$ cat config.mk
export PLATFORM = sky130hd
export DESIGN_NAME = odr_side
export DESIGN_NICKNAME = d
export VERILOG_FILES = /design/src/rtl/odr_pkg.sv /design/src/rtl/odr_sync.sv /design/src/rtl/odr_glitch_filter.sv /design/src/rtl/odr_link_ctrl.sv /design/src/rtl/odr_side.sv
export SDC_FILE = /design/constraint.sdc
export NUM_CORES = 1
export LEC_CHECK = 0
export BUFFER_PORTS_ARGS = -buffer_cell sky130_fd_sc_hd__buf_4
export CAP_MARGIN = 15
export CORE_AREA = 2 2 39 41
export DETAILED_ROUTE_END_ITERATION = 10
export DIE_AREA = 0 0 41 43
export GPL_ROUTABILITY_DRIVEN = 0
export PLACE_DENSITY_LB_ADDON = 0.08
export SETUP_SLACK_MARGIN = 0.4
export SKIP_LAST_GASP = 1
export SLEW_MARGIN = 20
export SYNTH_ARGS = -nofsm -noshare
export SYNTH_HDL_FRONTEND = slang
export SYNTH_SLANG_ARGS = --single-unit
export TNS_END_PERCENT = 1
$ cat constraint.sdc
create_clock -name clk -period 1.3 [get_ports clk]
set_clock_uncertainty 0.15 [all_clocks]
set_input_delay 0.325 -clock clk [delete_from_list [all_inputs] [get_ports clk]]
set_output_delay 0.325 -clock clk [all_outputs]
set_load 0.005 [all_outputs]
$ cat src/rtl/odr_pkg.sv
package odr_pkg;
  typedef enum logic {
    SIDE_ECHO = 1'b0,
    SIDE_HOLD = 1'b1
  } side_kind_e;
endpackage

$ cat src/rtl/odr_sync.sv
module odr_sync #(
  parameter int   STAGES  = 2,
  parameter logic RST_VAL = 1'b1
) (
  input  logic clk,
  input  logic rst_n,
  input  logic d,
  output logic q
);
  logic [STAGES-1:0] chain_q;

  generate
    if (STAGES == 1) begin : g_single
      always_ff @(posedge clk or negedge rst_n) begin
        if (!rst_n) chain_q <= RST_VAL;
        else        chain_q <= d;
      end
    end else begin : g_multi
      always_ff @(posedge clk or negedge rst_n) begin
        if (!rst_n) chain_q <= {STAGES{RST_VAL}};
        else        chain_q <= {chain_q[STAGES-2:0], d};
      end
    end
  endgenerate

  assign q = chain_q[STAGES-1];
endmodule

$ cat src/rtl/odr_glitch_filter.sv
module odr_glitch_filter #(
  parameter int FILT_LEN = 4
) (
  input  logic clk,
  input  logic rst_n,
  input  logic lvl_in,
  output logic low_q
);
  localparam int CW = $clog2(FILT_LEN + 1);

  logic [CW-1:0] run_q;
  logic          disagree;

  assign disagree = (~lvl_in) != low_q;

  always_ff @(posedge clk or negedge rst_n) begin
    if (!rst_n) begin
      low_q <= 1'b0;
      run_q <= '0;
    end else if (disagree) begin
      if (run_q == CW'(FILT_LEN - 1)) begin
        low_q <= ~low_q;
        run_q <= '0;
      end else begin
        run_q <= run_q + 1'b1;
      end
    end else begin
      run_q <= '0;
    end
  end
endmodule

$ cat src/rtl/odr_link_ctrl.sv
module odr_link_ctrl
  import odr_pkg::*;
#(
  parameter side_kind_e KIND = SIDE_HOLD
) (
  input  logic clk,
  input  logic rst_n,
  input  logic loc_low,
  input  logic link_rx,
  output logic link_tx,
  output logic drive_low,
  output logic hold_o
);
  logic prev_q;
  logic hold_q;
  logic accept;

  assign accept = loc_low & ~prev_q;

  always_ff @(posedge clk or negedge rst_n) begin
    if (!rst_n) begin
      prev_q <= 1'b0;
      hold_q <= 1'b0;
    end else begin
      prev_q <= loc_low;
      if (KIND == SIDE_HOLD) hold_q <= link_rx ? 1'b0 : (hold_q | accept);
      else                   hold_q <= 1'b0;
    end
  end

  generate
    if (KIND == SIDE_HOLD) begin : g_hold
      assign link_tx   = loc_low | hold_q;
      assign drive_low = rst_n & (loc_low | hold_q | link_rx);
    end else begin : g_echo
      assign link_tx   = loc_low;
      assign drive_low = rst_n & link_rx;
    end
  endgenerate

  assign hold_o = hold_q;
endmodule

$ cat src/rtl/odr_side.sv
module odr_side
  import odr_pkg::*;
#(
  parameter side_kind_e KIND        = SIDE_HOLD,
  parameter int         SYNC_STAGES = 2,
  parameter int         FILT_LEN    = 4
) (
  input  logic clk,
  input  logic rst_n,
  input  logic bus_in,
  output logic drive_low,
  output logic link_tx,
  input  logic link_rx
);
  logic bus_sync;
  logic loc_low;
  logic hold_flag;

  odr_sync #(
    .STAGES  (SYNC_STAGES),
    .RST_VAL (1'b1)
  ) u_sync (
    .clk   (clk),
    .rst_n (rst_n),
    .d     (bus_in),
    .q     (bus_sync)
  );

  odr_glitch_filter #(
    .FILT_LEN (FILT_LEN)
  ) u_filt (
    .clk    (clk),
    .rst_n  (rst_n),
    .lvl_in (bus_sync),
    .low_q  (loc_low)
  );

  odr_link_ctrl #(
    .KIND (KIND)
  ) u_ctrl (
    .clk       (clk),
    .rst_n     (rst_n),
    .loc_low   (loc_low),
    .link_rx   (link_rx),
    .link_tx   (link_tx),
    .drive_low (drive_low),
    .hold_o    (hold_flag)
  );
endmodule

==> results.py, run 1 <==
metrics = {
    "timing": {
        "hold_viol_final": 0,
        "fmax_mhz": 613,
        "relSlewSlack_pct": 82.4,
        "finalWorstSetupSlack_ns": -0.330,
        "rsz0062_at_grt": "yes",
        "setup_tns_ns": -0.502,
        "setup_viol": 2,
        "tightest_slew_ns": 0.264,
        "slew_violations": 0,
        "finalCritPeriodShare_pct": 125,
        "period_minus_slack_ns": 1.63,
    },
    "power_and_ir_drop": {
        "irDropWorstVdd_v": 0.000643,
        "powerDensity_mw_per_mm2": 1950,
        "p_leak_uw": 0.000195,
        "design_power_total_uw": 791,
    },
    "worst_setup_path": {
        "path_max_fanout": 2,
        "reg2reg_depth": 4,
        "reg2reg_to": "u_filt.run_q[2]$_DFF_PN0_",
        "path_cells": "or2_1 > o21a_1 > buf_4",
        "crit_arrival_ns": 1.16,
        "cpMaxStageDelayCell": "dfrtp_1",
        "startpoint_type": "register",
        "required_ns": 0.82,
        "cpPeakStageDelay_ns": 0.37,
        "regToRegSetupSlack_ns": 0.05,
        "worstSetupEndpointType": "output pin",
        "path_class": "register to output pin",
        "r2r-start": "u_filt.low_q$_DFFE_PN0P_",
    },
    "clocking": {
        "path_clk_slew_ns": 0.05,
        "numCtsBuffers": 3,
        "clkSinkCount": 8,
        "cts_resized": 0,
        "cts-root-buf": "clkbuf_4",
        "max-clock-path-buffers": 2,
        "htreeDepth": 1,
        "tritoncts": "built",
        "clock_latency_ns": 0.26,
    },
    "min_path": {
        "hold_class": "primary input to register",
        "min_delay_worst_endpoint": "u_sync.chain_q[0]$_DFF_PN1_",
        "worstHoldPathCells": 1,
        "hp-start": "bus_in",
    },
    "cells_and_area": {
        "layout_common_cells": "8 x buf_4, 6 x dfrtp_1, 3 x clkbuf_4",
        "diodes": 0,
        "layout_commonest_cell": "buf_4",
        "fin_cells": 49,
        "area_delta_synth_final_pct": 38.5,
        "layout-drive-gt1-share_pct": 39.4,
        "fin_nets": 40,
        "final_cell_area_sq_um": 405,
    },
    "logic_synthesis": {
        "synth_fp_nets": 26,
        "yosysUniqueCellTypes": 13,
        "ys_ff_latch": 8,
        "synthesis.area_sq_um": 293,
        "avgSynthCellArea_sq_um": 13.9,
        "syn_inst": 21,
        "ys_seq_area_share_pct": 69.2,
        "yosysWarningCount": 0,
    },
    "floorplan": {
        "boundaryPins": 6,
        "design.core.area_sq_mm": 0.00138,
        "die_w_um": 41,
        "initial_core_util_pct": 21.2,
        "dieHeight_um": 43,
        "design.die.area_sq_mm": 0.00176,
        "fp-row-count": 14,
    },
    "global_route": {
        "grt_max_degree": 9,
        "grt.total_usage_pct": 7.70,
        "grt_overflow": 0,
        "antenna_found_initial": 0,
        "grt_pass1_vias": 185,
        "grt_pass1_wl_um": 800,
    },
    "place": {
        "post_dp_cell_area_sq_um": 365,
        "io_buffer_count": 5,
        "dp_cells": 44,
    },
    "detailed_routing": {
        "drtIter0Drc": 0,
        "final_antenna_net_count": 0,
        "first_pass_iters": 1,
        "drc": 0,
        "wl_um": 478,
        "routed_via_density": 4.00,
        "num_vias": 196,
        "wl_per_cell_um": 9.76,
    },
    "run_status": {
        "violations": "setup timing",
        "outcome": "finished, violations left",
    },
    "job": {
        "cap_viol_max_count": 0,
    },
}
critical path, delay by kind of cell (launching register included):
| kind | cells | cell delay (ns) |
|---|---|---|
| compound gates | 1 | 0.17 |
| buf+inv | 1 | 0.13 |
| flops | 1 | 0.37 |
| simple gates | 1 | 0.24 |
sequential cells by signal (all words and copies together), names as in the netlist:
name / flops
u_filt.run_q: 3
u_ctrl.hold_o: 1
u_filt.low_q: 1
u_sync.chain_q: 2
u_ctrl.prev_q: 1
report_power, final:
part	internal (uW)	switching [uW]	leakage, uW
Sequential	321	28.6	0.0000982
Clock	106	87.1	0.0000138
Combinational	143	105	0.0000826
Total	570	221	0.000195
area by class of cell:
cell class	count	area, sq um
clock buffers	3	22.5
fillers	158	978
well taps	16	20.0
multi-input cells	11	82.6
flip-flops and latches	8	203
inverters	2	7.51
repair buffers	9	70.1
worst max path at each step:
stage / from / endpoint / slack (ns) / cells after the start
2_1_floorplan: u_filt.low_q$_DFFE_PN0P_ / drive_low / 0.01 / 2
3_3_place_gp: u_ctrl.hold_o$_DFF_PN0_ / drive_low / -0.05 / 3
3_5_place_dp: u_ctrl.hold_o$_DFF_PN0_ / drive_low / -0.07 / 3
4_1_cts: u_ctrl.hold_o$_DFF_PN0_ / drive_low / -0.35 / 3
5_1_grt: u_ctrl.hold_o$_DFF_PN0_ / drive_low / -0.38 / 3
6_report: u_ctrl.hold_o$_DFF_PN0_ / drive_low / -0.33 / 3
cell usage after synthesis:
library cell / number / area share [%]
xor2_1: 1 / 3.0
nor3b_1: 2 / 5.1
o21a_1: 1 / 2.6
ha_1: 1 / 4.3
dfrtp_1: 6 / 51
nor2b_1: 1 / 2.1
nor3_1: 1 / 1.7
or2_1: 1 / 2.1
dfstp_2: 2 / 18
a21oi_1: 1 / 1.7
nand2b_1: 1 / 2.1
inv_1: 2 / 2.6
mux2i_1: 1 / 3.4
per-layer routing:
layer	vias to the layer above	GRT usage [%]	share of wire, %
met5	-	0	0
met3	3	4.71	11
li1	93	-	-
met1	91	9.27	47
met4	0	8.00	4.0
met2	9	8.44	38
timing repair:
| action | CTS | global route |
|---|---|---|
| pin swaps | 0 | 0 |
| setup buffers | 0 | 1 |
| setup endpoints to repair | 7 | 7 |
| hold buffers | 1 | 0 |
| endpoints found under the hold margin | 6 | 0 |
kinds of logic after synthesis:
group,count (synthesis),share of synthesized area (%)
multiplexers,1,3.42
adder cells (fa/ha/maj),1,4.27
buffers and inverters,2,2.57
AO/OA/AOI/OAI,2,4.27
AND/OR/NAND/NOR,6,13.2
XOR/XNOR,1,2.99
flip-flops,8,69.2
per-stage QoR:
step | setup WS, ns | util [%] | hold WS [ns]
after global placement | -0.0497 | 26.4 | 0.0899
after global routing | -0.380 | 29.3 | 0.0168
after detailed placement | -0.0674 | 26.4 | 0.0931
after floorplan | 0.0146 | - | -0.121
after CTS | -0.349 | 28.8 | 0.0178
final | -0.330 | 29.3 | 0.0260
(Power assumes the default switching activity.)
==> run 2, diff against run 1 <==
--- a/config.mk
+++ b/config.mk
@@ -13,6 +13,7 @@
 export GPL_ROUTABILITY_DRIVEN = 0
 export PLACE_DENSITY_LB_ADDON = 0.08
 export SETUP_SLACK_MARGIN = 0.4
+export SKIP_CTS_REPAIR_TIMING = 1
 export SKIP_LAST_GASP = 1
 export SLEW_MARGIN = 20
 export SYNTH_ARGS = -nofsm -noshare
==> run 2 against run 1 <==
Effect of this change: the flow still finishes with violations (setup timing); setup slack is the same; clock power is essentially flat; critical path depth is the same; largest power group unchanged; sequential power is essentially flat; first-iteration DRC count is the same; combinational power is essentially flat; cell area is the same.
==> results.py, run 2 (synthesis results as in run 1) <==
metrics = {
    "min_path": {
        "worstHoldPathCells": 1,
        "hp-start": "bus_in",
        "hold_class": "primary input to register",
        "min_delay_worst_endpoint": "u_sync.chain_q[0]$_DFF_PN1_",
    },
    "floorplan": {
        "boundaryPins": 6,
        "dieHeight_um": 43,
        "initial_core_util_pct": 21.2,
        "design.die.area_sq_mm": 0.00176,
        "design.core.area_sq_mm": 0.00138,
        "die_w_um": 41,
        "fp-row-count": 14,
    },
    "cells_and_area": {
        "fin_nets": 40,
        "top_regs": "u_filt.run_q (3), u_sync.chain_q (2)",
        "diodes": 0,
        "layout-drive-gt1-share_pct": 39.4,
        "largest_reg_flops": 3,
        "regMostFlops": "u_filt.run_q",
        "layout_common_cells": "8 x buf_4, 6 x dfrtp_1, 3 x clkbuf_4",
        "nFillCells": 158,
        "layout_commonest_cell": "buf_4",
        "area_delta_synth_final_pct": 38.5,
    },
    "timing": {
        "slew_violations": 0,
        "setup_viol": 2,
        "fmax_mhz": 613,
        "finalCritPeriodShare_pct": 125,
        "period_minus_slack_ns": 1.63,
        "relSlewSlack_pct": 82.4,
        "tightest_slew_ns": 0.264,
        "hold_viol_final": 0,
        "rsz0062_at_grt": "yes",
        "finalWorstSetupSlack_ns": -0.330,
        "setup_tns_ns": -0.502,
    },
    "detailed_routing": {
        "drtIter0Drc": 0,
        "wl_met3_um": 51,
        "drc": 0,
        "routed_via_density": 4.00,
        "first_pass_iters": 1,
        "route.met2.wl_um": 182,
        "wl_um": 478,
        "highest_layer": "met4",
        "num_vias": 196,
        "wl_per_cell_um": 9.76,
        "wl_met1_um": 224,
        "final_antenna_net_count": 0,
    },
    "clocking": {
        "tritoncts": "built",
        "htreeDepth": 1,
        "clkSinkCount": 8,
        "cts-root-buf": "clkbuf_4",
        "path_clk_slew_ns": 0.05,
        "max-clock-path-buffers": 2,
        "numCtsBuffers": 3,
        "clock_latency_ns": 0.26,
    },
    "job": {
        "cap_viol_max_count": 0,
    },
    "global_route": {
        "grt.total_usage_pct": 7.50,
        "grt_pass1_vias": 173,
        "grt_pass1_wl_um": 772,
        "grt_max_degree": 9,
        "antenna_found_initial": 0,
        "grt_overflow": 0,
    },
    "place": {
        "place_ws_ns": -0.0674,
        "io_buffer_count": 5,
    },
    "worst_setup_path": {
        "regToRegSetupSlack_ns": 0.05,
        "reg2reg_depth": 4,
        "reg2reg_to": "u_filt.run_q[2]$_DFF_PN0_",
        "r2r-start": "u_filt.low_q$_DFFE_PN0P_",
        "startpoint_type": "register",
        "path_max_fanout": 2,
        "path_class": "register to output pin",
        "required_ns": 0.82,
        "worstSetupEndpointType": "output pin",
        "crit_arrival_ns": 1.16,
    },
    "run_status": {
        "violations": "setup timing",
        "outcome": "finished, violations left",
    },
    "power_and_ir_drop": {
        "p_leak_uw": 0.000195,
        "irDropWorstVdd_v": 0.000643,
        "powerDensity_mw_per_mm2": 1950,
    },
}
==> run 2: layout make-up <==
type / count / area [sq um] / share of cell area (%)
clock buffers: 3 / 22.5 / 5.56
inverters: 2 / 7.51 / 1.85
multi-input cells: 11 / 82.6 / 20.4
flip-flops and latches: 8 / 203 / 50.0
well taps: 16 / 20.0 / 4.94
repair buffers: 9 / 70.1 / 17.3
==> run 2: how the worst max path moves through the flow <==
stage	startpoint	slack (ns)	to
after floorplan	u_filt.low_q$_DFFE_PN0P_	0.01	drive_low
after global routing	u_ctrl.hold_o$_DFF_PN0_	-0.38	drive_low
after global placement	u_ctrl.hold_o$_DFF_PN0_	-0.05	drive_low
final	u_ctrl.hold_o$_DFF_PN0_	-0.33	drive_low
after detailed placement	u_ctrl.hold_o$_DFF_PN0_	-0.07	drive_low
after CTS	u_ctrl.hold_o$_DFF_PN0_	-0.35	drive_low
==> run 2: routing by layer <==
layer,track usage [%],vias to the layer above
met1,9.27,91
met5,0,-
met2,7.81,9
met4,8.00,0
li1,-,93
met3,4.71,3
==> run 2: critical path, stage by stage, from the launching register on <==
cell     delay (ns)
dfrtp_1        0.37
or2_1          0.24
o21a_1         0.17
buf_4          0.13
==> run 2: stage by stage <==
| stage | hold WS, ns | instances | total power, uW | instance area, sq um | utilization [%] |
|---|---|---|---|---|---|
| floorplan | -0.121 | 21 | 472 | 293 | - |
| global placement | 0.0899 | 44 | 569 | 365 | 26.4 |
| detailed placement | 0.0931 | 44 | 582 | 365 | 26.4 |
| CTS | -0.184 | 47 | 781 | 388 | 28.0 |
| global route | 0.0168 | 49 | 860 | 405 | 29.3 |
| finish | 0.0260 | 49 | 791 | 405 | 29.3 |
==> run 2: power by group <==
group          leakage [uW]  internal [uW]  switching, uW
clock             0.0000138            106           87.1
sequential        0.0000982            321           28.6
combinational     0.0000826            143            105
total              0.000195            570            221
